**config.mk**
```make
export PLATFORM = sky130hd
export DESIGN_NAME = reg_write_guard
export DESIGN_NICKNAME = d
export VERILOG_FILES = /design/src/rtl/regguard_pkg.sv /design/src/rtl/regguard_prot_decode.sv /design/src/rtl/regguard_lock_fsm.sv /design/src/rtl/reg_write_guard.sv
export SDC_FILE = /design/constraint.sdc
export NUM_CORES = 1
export LEC_CHECK = 0
export BUFFER_PORTS_ARGS = -buffer_cell sky130_fd_sc_hd__clkbuf_2
export CORE_MARGIN = 2
export CORE_UTILIZATION = 45
export CTS_BUF_LIST = sky130_fd_sc_hd__clkbuf_2
export CTS_CLUSTER_DIAMETER = 150
export DETAILED_ROUTE_END_ITERATION = 12
export PLACE_DENSITY = 0.69
export SETUP_SLACK_MARGIN = 0.15
export SLEW_MARGIN = 20
export SYNTH_ARGS = -nofsm -noshare
export SYNTH_HDL_FRONTEND = slang
export SYNTH_SLANG_ARGS = --single-unit
```
**constraint.sdc**
```tcl
create_clock -name clk_i -period 8.15 [get_ports clk_i]
set_input_delay 0.4075 -clock clk_i [delete_from_list [all_inputs] [get_ports clk_i]]
set_output_delay 0.4075 -clock clk_i [all_outputs]
set_load 0.02 [all_outputs]
```
**src/rtl/regguard_pkg.sv**
```systemverilog
package regguard_pkg;

    localparam int MMS_W  = 4;
    localparam int ADDR_W = 16;

    typedef enum logic [1:0] {
        LK_LOCKED = 2'd0,
        LK_KEY1   = 2'd1,
        LK_OPEN   = 2'd2
    } lk_state_e;

    typedef struct packed {
        lk_state_e st;
        logic      we;
    } lk_regs_t;

    typedef struct packed {
        logic viol;
    } top_regs_t;

    // entry: {whole_map, mms, low address, high address}
    localparam int ENTRY_W    = 1 + MMS_W + 2 * ADDR_W;
    localparam int NUM_RANGES = 20;

    localparam logic [NUM_RANGES-1:0][ENTRY_W-1:0] PROT_TABLE = {
        {1'b1, 4'd2,  16'h0000, 16'h0000},
        {1'b1, 4'd3,  16'h0000, 16'h0000},
        {1'b1, 4'd4,  16'h0000, 16'h0000},
        {1'b0, 4'd0,  16'h0003, 16'h0004},
        {1'b0, 4'd0,  16'h0008, 16'h0009},
        {1'b0, 4'd0,  16'h000C, 16'h000D},
        {1'b0, 4'd1,  16'h0000, 16'h0001},
        {1'b0, 4'd1,  16'h0020, 16'h002D},
        {1'b0, 4'd1,  16'h0032, 16'h0033},
        {1'b0, 4'd1,  16'h006F, 16'h0070},
        {1'b0, 4'd1,  16'h0074, 16'h0077},
        {1'b0, 4'd1,  16'h0200, 16'h0200},
        {1'b0, 4'd10, 16'h0081, 16'h0082},
        {1'b0, 4'd10, 16'h0088, 16'h0089},
        {1'b0, 4'd10, 16'h008C, 16'h008C},
        {1'b0, 4'd10, 16'h0096, 16'h0096},
        {1'b0, 4'd10, 16'h0100, 16'h0102},
        {1'b0, 4'd10, 16'h0200, 16'h0203},
        {1'b0, 4'd10, 16'h0220, 16'h023B},
        {1'b0, 4'd10, 16'h023D, 16'h023D}
    };

endpackage

```
**src/rtl/regguard_prot_decode.sv**
```systemverilog
module regguard_prot_decode
    import regguard_pkg::*;
(
    input  logic [MMS_W-1:0]  mms_i,
    input  logic [ADDR_W-1:0] addr_i,
    output logic              hit_o
);

    logic [NUM_RANGES-1:0] hit_vec;

    for (genvar i = 0; i < NUM_RANGES; i++) begin : g_range
        localparam logic              WHOLE = PROT_TABLE[i][ENTRY_W-1];
        localparam logic [MMS_W-1:0]  MAP   = PROT_TABLE[i][2*ADDR_W +: MMS_W];
        localparam logic [ADDR_W-1:0] LO    = PROT_TABLE[i][ADDR_W +: ADDR_W];
        localparam logic [ADDR_W-1:0] HI    = PROT_TABLE[i][0 +: ADDR_W];
        localparam logic [ADDR_W-1:0] SPAN  = HI - LO;
        if (WHOLE) begin : g_whole
            assign hit_vec[i] = (mms_i == MAP);
        end else begin : g_span
            logic [ADDR_W-1:0] off;
            assign off        = addr_i - LO;
            assign hit_vec[i] = (mms_i == MAP) && (off <= SPAN);
        end
    end

    assign hit_o = |hit_vec;

    always_comb begin
        if (mms_i inside {4'd2, 4'd3, 4'd4}) begin
            assert_whole_map_R2: assert (hit_o);
        end
    end

endmodule

```
**src/rtl/regguard_lock_fsm.sv**
```systemverilog
module regguard_lock_fsm
    import regguard_pkg::*;
#(
    parameter int                DATA_W = 32,
    parameter logic [DATA_W-1:0] KEY_A  = 32'h53464352,
    parameter logic [DATA_W-1:0] KEY_B  = 32'h434F4E46
) (
    input  logic              clk_i,
    input  logic              rst_ni,
    input  logic              wr_i,
    input  logic              is_ctrl_i,
    input  logic [DATA_W-1:0] data_i,
    output logic              we_o,
    output logic              key1_o,
    output logic              key2_o
);

    lk_regs_t lk_d, lk_q;

    always_comb begin
        lk_d = lk_q;
        if (wr_i) begin
            if (is_ctrl_i) begin
                case (lk_q.st)
                    LK_LOCKED: if (data_i == KEY_A) lk_d.st = LK_KEY1;
                    LK_KEY1:   lk_d.st = (data_i == KEY_B) ? LK_OPEN : LK_LOCKED;
                    LK_OPEN:   lk_d.we = data_i[0];
                    default:   lk_d.st = LK_LOCKED;
                endcase
            end else begin
                lk_d.st = LK_LOCKED;
            end
        end
    end

    always_ff @(posedge clk_i or negedge rst_ni) begin
        if (!rst_ni) begin
            lk_q <= '{st: LK_LOCKED, we: 1'b1};
        end else begin
            lk_q <= lk_d;
        end
    end

    assign we_o   = lk_q.we;
    assign key1_o = (lk_q.st == LK_KEY1) || (lk_q.st == LK_OPEN);
    assign key2_o = (lk_q.st == LK_OPEN);

    assert_we_only_when_open_R4: assert property (@(posedge clk_i) disable iff (!rst_ni)
        !$stable(lk_q.we) |-> $past(lk_q.st == LK_OPEN && wr_i && is_ctrl_i));

    assert_unlock_needs_keys_R6: assert property (@(posedge clk_i) disable iff (!rst_ni)
        $rose(lk_q.st == LK_OPEN) |-> $past(lk_q.st == LK_KEY1 && wr_i && is_ctrl_i && data_i == KEY_B));

    assert_stray_write_relocks_R8: assert property (@(posedge clk_i) disable iff (!rst_ni)
        wr_i && !is_ctrl_i |=> lk_q.st == LK_LOCKED && !key1_o && !key2_o);

    assert_wrong_key_relocks_R7: assert property (@(posedge clk_i) disable iff (!rst_ni)
        lk_q.st == LK_KEY1 && wr_i && is_ctrl_i && data_i != KEY_B |=> lk_q.st == LK_LOCKED);

endmodule

```
**src/rtl/reg_write_guard.sv**
```systemverilog
module reg_write_guard
    import regguard_pkg::*;
#(
    parameter int                DATA_W    = 32,
    parameter logic [MMS_W-1:0]  CTRL_MMS  = 4'd10,
    parameter logic [ADDR_W-1:0] CTRL_ADDR = 16'h00F0,
    parameter logic [DATA_W-1:0] KEY_A     = 32'h53464352,
    parameter logic [DATA_W-1:0] KEY_B     = 32'h434F4E46
) (
    input  logic              clk_i,
    input  logic              rst_ni,
    input  logic              wr_i,
    input  logic [3:0]        wr_mms_i,
    input  logic [15:0]       wr_addr_i,
    input  logic [DATA_W-1:0] wr_data_i,
    input  logic              viol_clr_i,
    output logic              wr_pass_o,
    output logic              wr_block_o,
    output logic [DATA_W-1:0] ctrl_rdata_o,
    output logic              viol_o
);

    localparam int STAT_BITS = 3;
    localparam int PAD_W     = DATA_W - STAT_BITS;

    logic      is_ctrl;
    logic      prot_hit;
    logic      we;
    logic      key1;
    logic      key2;
    top_regs_t top_d, top_q;

    assign is_ctrl = (wr_mms_i == CTRL_MMS) && (wr_addr_i == CTRL_ADDR);

    regguard_prot_decode u_decode (
        .mms_i  (wr_mms_i),
        .addr_i (wr_addr_i),
        .hit_o  (prot_hit)
    );

    regguard_lock_fsm #(
        .DATA_W (DATA_W),
        .KEY_A  (KEY_A),
        .KEY_B  (KEY_B)
    ) u_lock (
        .clk_i     (clk_i),
        .rst_ni    (rst_ni),
        .wr_i      (wr_i),
        .is_ctrl_i (is_ctrl),
        .data_i    (wr_data_i),
        .we_o      (we),
        .key1_o    (key1),
        .key2_o    (key2)
    );

    always_comb begin
        top_d      = top_q;
        wr_block_o = wr_i && !is_ctrl && prot_hit && !we;
        wr_pass_o  = wr_i && !is_ctrl && !wr_block_o;
        if (viol_clr_i) top_d.viol = 1'b0;
        if (wr_block_o) top_d.viol = 1'b1;
    end

    always_ff @(posedge clk_i or negedge rst_ni) begin
        if (!rst_ni) begin
            top_q <= '{viol: 1'b0};
        end else begin
            top_q <= top_d;
        end
    end

    assign viol_o       = top_q.viol;
    assign ctrl_rdata_o = {{PAD_W{1'b0}}, key2, key1, we};

    assert_protected_not_forwarded_R2: assert property (@(posedge clk_i) disable iff (!rst_ni)
        wr_i && prot_hit && !ctrl_rdata_o[0] |-> !wr_pass_o);

    assert_ctrl_never_forwarded_R10: assert property (@(posedge clk_i) disable iff (!rst_ni)
        wr_i && is_ctrl |-> !wr_pass_o);

    assert_open_forwards_all_R12: assert property (@(posedge clk_i) disable iff (!rst_ni)
        wr_i && !is_ctrl && ctrl_rdata_o[0] |-> wr_pass_o);

    assert_block_sets_flag_R11: assert property (@(posedge clk_i) disable iff (!rst_ni)
        wr_block_o |=> viol_o);

    assert_flag_sticky_R11: assert property (@(posedge clk_i) disable iff (!rst_ni)
        viol_o && !viol_clr_i |=> viol_o);

    always_comb begin
        assert_key2_implies_key1_R6: assert (!rst_ni || !ctrl_rdata_o[2] || ctrl_rdata_o[1]);
    end

endmodule

```
* Word level (Yosys, flattened, before mapping)
Cells that the tools add are included.
Word-level totals: bits in registers 4, input bits 56, output and inout bits 35, word-level logic and storage cells 85
Operators by class: add/subtract/negate cells 15, order comparisons 17, eq/ne operators 12, multiplexer cells 6, reductions and logical operators 32
Operators by type and width (number):
- less-or-equal comparator 16 x 1 -> 1 bit, second input constant | 12
- equality test 32 x 31 -> 1 bit, second input constant | 2
- subtractor 16 x 8 -> 16 bit, second input constant | 4
- less-or-equal comparator 16 x 2 -> 1 bit, second input constant | 3
- subtractor 16 x 10 -> 16 bit, second input constant | 3
- subtractor 16 x 4 -> 16 bit, second input constant | 2
- subtractor 16 x 6 -> 16 bit, second input constant | 2
- subtractor 16 x 7 -> 16 bit, second input constant | 2
- logical AND 1 bit | 22
- OR reduction 20 bit | 1
- equality test 16 x 8 -> 1 bit, second input constant | 1
- less-or-equal comparator 16 x 4 -> 1 bit, second input constant | 1
- less-or-equal comparator 16 x 5 -> 1 bit, second input constant | 1
- subtractor 16 x 2 -> 16 bit, second input constant | 1
- subtractor 16 x 9 -> 16 bit, second input constant | 1
- equality test 4 x 2 -> 1 bit, second input constant | 2
- two-way mux 2 bit | 3
- case mux 2 bit (3 select lines) | 1
- AND reduction 3 bit | 2
- equality test 4 x 1 -> 1 bit, second input constant | 1
- equality test 4 x 3 -> 1 bit, second input constant | 1
- equality test 4 bit, second input constant | 1
- logical NOT 4 bit | 1
- logical NOT 1 bit | 3
- 8 further kinds | 9

* Longest topological paths before layout
Gate-level depths: netlist of the first run.
word-level depth 8, mapped depth 14, mapped depth without buffers 10

* By module
Synthesis of the first run repeated with hierarchy kept, for this count alone.
Unflattened totals: cells, all modules 601, area, all modules 3961.3 sq um
Modules (own cells, without submodules):
- regguard_prot_decode | times used 1, cells an instance 521, area an instance 3273.1 sq um, sequential area each 0.0 sq um
- reg_write_guard | times used 1, cells an instance 48, area an instance 370.4 sq um, sequential area each 25.0 sq um
- regguard_lock_fsm | times used 1, cells an instance 32, area an instance 317.8 sq um, sequential area each 76.3 sq um

* Worst setup path before layout of the first run
OpenSTA, ideal clock, no wires.
path kind input to output, start input wr_addr_i[10], end output wr_pass_o, arrival time 3.165 ns, required time 7.743 ns, slack 4.578 ns, stages on the path 12, path buffers 3, cells stage by stage buf_2 -> buf_2 -> clkinv_1 -> ha_1 -> buf_2 -> o21a_1 -> or4_1 -> nand3_1 -> a2111oi_0 -> a311o_1 -> o21ai_1 -> nor4bb_1
Between the ends: cells in the longest elaborated chain, start to end 8, elaborated cells on any way between the ends 58, classes of those cells add/sub: 15; order compare: 17; eq/ne: 1; reduce/logical: 25
Ends and longest elaborated chain:
- start, declared | line reg_write_guard.sv:14 | input logic [15:0] wr_addr_i,
- subtractor 16 x 10 -> 16 bit (tied with other cells) | line regguard_prot_decode.sv:21 | assign off = addr_i - LO;
- less-or-equal comparator 16 x 1 -> 1 bit (tied with other cells) | line regguard_prot_decode.sv:22 | assign hit_vec[i] = (mms_i == MAP) && (off <= SPAN);
- logical AND 1 bit / logical NOT 1 bit (equally long branches) | line regguard_prot_decode.sv:22, reg_write_guard.sv:58, reg_write_guard.sv:59
- OR reduction 20 bit / logical AND 1 bit (equally long branches) | line regguard_prot_decode.sv:26, reg_write_guard.sv:58, reg_write_guard.sv:59
- logical AND 1 bit (2 in a row) | line reg_write_guard.sv:58 | wr_block_o = wr_i && !is_ctrl && prot_hit && !we;
- logical NOT 1 bit | line reg_write_guard.sv:59 | wr_pass_o = wr_i && !is_ctrl && !wr_block_o;
- logical AND 1 bit (*) | line reg_write_guard.sv:59
- end, declared | line reg_write_guard.sv:17 | output logic wr_pass_o,
Mark *: on every way between the ends. The rest lies on a longest branch, timed or not.

* Final worst setup path of the first run
start input wr_addr_i[9], end output wr_pass_o
The elaborated chain is that of the path after synthesis.

==> reports/metrics.yaml, run 1 <==
floorplanning:
  num_io_pins: 91
  start_util_pct: 46.5
  fp.dieH_um: 96.2
  die_area_um2: 9250
  coreArea_um2: 8220
  die_w_um: 96.2
  row_count: 33
sta:
  drv_slew: 0
  period_needed_ns: 4.46
  finalCritPeriodShare_pct: 54.7
  skew_ns: 0.0138
  finalSetupTns_ns: 0
  fmax_ghz: 0.224
  slew_headroom_pct: 35.3
  finalHoldViolCount: 0
  setup_viol: 0
  worst-slew-pin-transition_ns: 0.947
  grt_setup_unrepaired: "false"
synthesis:
  synth_top_area_share_pct: 7.20
  ys_top_cells_by_area: "ha_1, buf_4, xnor2_1"
  netlist_area_um2: 3820
  synthCells: 573
  synth-seq-area-share_pct: 2.65
  ys_types: 87
  ys.flop_type: "dfrtp_1"
  synthArstFlopShare_pct: 100
  ys_seq_elements: 4
  yosysWarnings: 0
  yosysTopAreaCell: "ha_1"
  synth_edf_count: 0
  avgSynthCellArea_um2: 6.67
run_status:
  status: "finished clean"
cells_and_area:
  mostFrequentLayoutCell: "clkbuf_2"
  drive_above_1_share_pct: 15.1
  areaGrowthSynthToFinish_pct: 3.37
  final.fill_count: 874
  fin_area_um2: 3950
  final_nets: 669
  fin_cells: 695
  diodes: 0
  mostFrequentLayoutCells: "clkbuf_2, nor2_1, o21ai_0, nand2_1, conb_1"
run:
  max_cap_violations: 0
global_route:
  grt_pass1_wl_mm: 23.3
  first_global_vias: 4354
  track_usage_pct: 32.4
  grt_overflow: 0
  antenna_found_initial: 0
  grt_max_degree: 42
worst_setup_path:
  critPathCaptureType: "primary output"
  r2r_slack_ns: 6.84
  cp-start-kind: "input port"
  crit_type: "in -> out"
  arrival_ns: 4.05
  crit_path_max_fanout: 24
  required_ns: 7.74
clock_tree:
  post_cts_resize_count: 0
  cts.htree.levels: 1
  cts_tree: "built"
  root_buffer: "clkbuf_2"
  clk_path_buf_depth: 2
  numCtsBuffers: 3
  clk_latency_ns: 0.21
  clock_sinks: 4
  cts.clk_slew.worst_paths_ns: 0.05
pwr:
  p_leak_nw: 1.38
  peakVddDrop_v: 0.0000356
  power_density_nw_per_um2: 57.4
detailed_routing:
  wl_per_cell_um: 21.9
  num_vias: 4834
  routed_wl_mm: 15.2
  drt_iter0_markers: 695
  vias_per_cell: 6.96
  ant_nets: 0
  drt_drc_violations_left: 0
  drtPass1Iterations: 6
placement:
  dp.cells: 690
  dp_hpwl_mm: 11.1
  placed_area_um2: 3920
  gp_congestion: 1.03
  portBuffers: 61
worst_hold_path:
  min_path_type: "in -> reg"
## cells by family (layout without fill, tap and decap cells)
group	count (synthesis)	after routing	share of synthesized area [%]
xor+xnor	33	33	7.56
mux	9	9	2.52
compound gates	171	171	31.4
fa+ha+maj	22	22	7.20
buf+inv	97	86	13.6
flops	4	4	2.65
simple gates	236	236	35.0
other cells	1	29	0.0981
## sequential cells by signal, indices dropped and copies added (netlist names)
name	count
viol_o	1
u_lock.lk_q	2
u_lock.we_o	1
## final cells by class
type                    count  area [um2]  area share [%]
multi-input cells         500        3300            83.6
repair buffers             63         323            8.17
well taps                 105         131            3.32
flip-flops and latches      4         101            2.56
inverters                  19        71.3            1.80
clock buffers               4        20.0           0.507
## final timing paths
kind / startpoint / to / depth (start not counted)
max reg2reg: u_lock.we_o / viol_o / 5
max in group asynchronous: rst_ni / u_lock.we_o / 2
min reg2reg: viol_o / viol_o / 2
min in group asynchronous: rst_ni / u_lock.lk_q[2] / 2
min: wr_data_i[0] / u_lock.we_o / 2
max: wr_addr_i[9] / wr_pass_o / 11
## routing by layer
| metal | GRT usage, % | share of wire, % | vias up |
|---|---|---|---|
| li1 | - | - | 2142 |
| met1 | 41.5 | 38 | 2211 |
| met2 | 53.1 | 44 | 419 |
| met3 | 4.70 | 12 | 62 |
| met4 | 14.9 | 5.2 | 0 |
| met5 | 0 | 0 | - |
## Yosys cell counts, types with 14 or more instances
cell       n
nor2_1    41
o21ai_0   40
inv_1     14
buf_4     34
xnor2_1   25
nand2_1   37
ha_1      22
nand3_1   22
nand4_1   20
buf_2     24
clkbuf_1  16
a21oi_1   25
nor3_1    24
## power by group
group	switching, W	internal [W]
clock network	0.00000943	0.0000130
registers	0.000000234	0.0000203
logic	0.000126	0.0000576
## critical path: stages
cell and delay (ns):
clkbuf_2 0.35, clkinv_1 0.30, ha_1 0.58, nor3b_1 0.75, o21ai_1 0.34, o311ai_1 0.38
o21a_1 0.17, o211ai_1 0.10, nor2b_1 0.15, nor4bb_1 0.29, clkbuf_2 0.23
## metrics by stage
stage	setup slack [ns]	total power (W)	util [%]	hold slack, ns
5_1_grt	3.44	0.000241	48.1	0.467
6_report	3.69	0.000227	48.1	0.473
4_1_cts	3.87	0.000220	48.1	0.461
3_5_place_dp	3.87	0.000197	47.7	0.224
2_1_floorplan	4.58	0.000157	-	0.112
3_3_place_gp	3.95	0.000196	47.7	0.215
## timing repair
item                                   4_1_cts  5_1_grt
buffers inserted                             0        0
hold buffers                                 1        0
endpoints found under the hold margin        2        0
No activity file was read; power rests on OpenSTA's default activity.
==> run 2: changes to the inputs <==
--- a/config.mk
+++ b/config.mk
@@ -11,7 +11,7 @@
 export CTS_BUF_LIST = sky130_fd_sc_hd__clkbuf_2
 export CTS_CLUSTER_DIAMETER = 150
 export DETAILED_ROUTE_END_ITERATION = 12
-export PLACE_DENSITY = 0.69
+export PLACE_DENSITY = 0.71
 export SETUP_SLACK_MARGIN = 0.15
 export SLEW_MARGIN = 20
 export SYNTH_ARGS = -nofsm -noshare
==> constraint.sdc (replaced) <==
create_clock -name clk_i -period 3.8 [get_ports clk_i]
set_input_delay 0.19 -clock clk_i [delete_from_list [all_inputs] [get_ports clk_i]]
set_output_delay 0.19 -clock clk_i [all_outputs]
set_load 0.02 [all_outputs]
==> reports/metrics.yaml, run 2 (synthesis results as in run 1) <==
cells_and_area:
  fin_cells: 717
  mostFrequentLayoutCell: "clkbuf_2"
  diodes: 0
  largest_reg_flops: 2
  drive_above_1_share_pct: 18.1
  final_nets: 691
  largest_register: "u_lock.lk_q"
  mostFrequentLayoutCells: "clkbuf_2, nor2_1, o21ai_0, nand2_1, conb_1"
  final_core_util_pct: 50.1
  areaGrowthSynthToFinish_pct: 7.69
placement:
  gp_congestion: 1.06
  portBuffers: 61
  dp.cells: 712
  dp_hpwl_mm: 12.1
sta:
  period_needed_ns: 3.38
  setup_viol: 0
  finalCritPeriodShare_pct: 88.9
  worst-slew-pin-transition_ns: 0.692
  skew_ns: 0.0138
  grt_setup_unrepaired: "false"
  fmax_ghz: 0.296
  drv_slew: 0
  finalSetupTns_ns: 0
  slew_headroom_pct: 52.7
  finalHoldViolCount: 0
worst_setup_path:
  crit_slowest_cell: "a2111oi_0"
  path_cells: "clkbuf_2 > inv_1 > ha_1 > xor2_1 > or4_1 > a2111oi_0 > a41oi_1 > o31a_1 > a31o_2 > a21boi_1 > nand2_1 > clkbuf_2"
  required_ns: 3.61
  crit_path_max_fanout: 8
  critPathCaptureType: "primary output"
  cp-start-kind: "input port"
  reg2regPathDepth: 5
  crit_type: "in -> out"
  cp_common_cell: "clkbuf_2"
  worst_path_largest_cell_delay_ns: 0.57
  arrival_ns: 3.19
floorplanning:
  start_util_pct: 46.5
  row_count: 33
  die_area_um2: 9250
  fp.dieH_um: 96.2
  coreArea_um2: 8220
  num_io_pins: 91
  die_w_um: 96.2
global_route:
  grt_pass1_wl_mm: 24.2
  antenna_found_initial: 0
  grt_max_degree: 25
  track_usage_pct: 34.2
  grt_overflow: 0
  first_global_vias: 4557
worst_hold_path:
  hold_path_depth: 2
  min_path_type: "in -> reg"
run_status:
  status: "finished clean"
clock_tree:
  root_buffer: "clkbuf_2"
  numCtsBuffers: 3
  cts_tree: "built"
  clock_sinks: 4
  post_cts_resize_count: 0
  clk_path_buf_depth: 2
  cts.htree.levels: 1
  cts.clk_slew.worst_paths_ns: 0.04
  clk_latency_ns: 0.21
detailed_routing:
  drtPass1Iterations: 5
  vias_per_cell: 6.94
  wl_per_cell_um: 22.5
  drt_iter0_markers: 818
  num_vias: 4974
  drt_drc_violations_left: 0
  routed_wl_mm: 16.1
  ant_nets: 0
run:
  max_cap_violations: 0
pwr:
  power_density_nw_per_um2: 124
  p_leak_nw: 1.49
  peakVddDrop_v: 0.0000669
## run 2: metal layers
metal  GRT usage, %  wire [um]  up-vias
met2           54.6       6960      430
met1           42.0       5870     2265
met3           7.20       2190       95
li1               -          -     2184
met5              0          0        -
met4           20.5       1090        0
## run 2: area by class of cell
cell class,instances,area (um2)
Clock buffer,4,20.0
Timing Repair Buffer,85,488
Sequential cell,4,101
Tap cell,105,131
Multi-Input combinational cell,500,3300
Fill cell,825,4100
Inverter,19,71.3
## run 2: worst paths after layout
check,startpoint,to,slack [ns]
hold reg to reg,viol_o,viol_o,0.51
setup / recovery,wr_addr_i[6],wr_block_o,0.42
max in group asynchronous,rst_ni,u_lock.we_o,3.26
hold / removal,wr_data_i[0],u_lock.we_o,0.25
min in group asynchronous,rst_ni,viol_o,0.31
setup reg to reg,u_lock.we_o,viol_o,2.54
## run 2: timing repair
| item | CTS | global route |
|---|---|---|
| hold buffers | 1 | 0 |
| hold endpoints to repair | 4 | 0 |
| buffers inserted | 0 | 0 |
## run 2: worst max-delay path: cells and delay by family
family	cells	cell delay, ns
simple gates	2	0.61
xor+xnor	1	0.10
buf+inv	3	0.46
fa+ha+maj	1	0.44
compound gates	5	1.38
## run 2: per-stage QoR
step | setup slack (ns) | hold WS (ns) | area (um2) | power, W
after floorplan | 0.663 | -0.106 | 3930 | 0.000336
after global placement | 0.563 | -0.00481 | 4090 | 0.000443
after detailed placement | 0.611 | -0.00102 | 4090 | 0.000443
after CTS | 0.602 | 0.246 | 4120 | 0.000494
after global routing | 0.372 | 0.242 | 4120 | 0.000541
final | 0.421 | 0.253 | 4120 | 0.000510
## run 2: where the power goes
group	switching (W)	internal (W)	leakage [nW]
clock	0.0000194	0.0000278	0.0166
combinational	0.000281	0.000137	1.42
sequential	0.000000393	0.0000436	0.0515
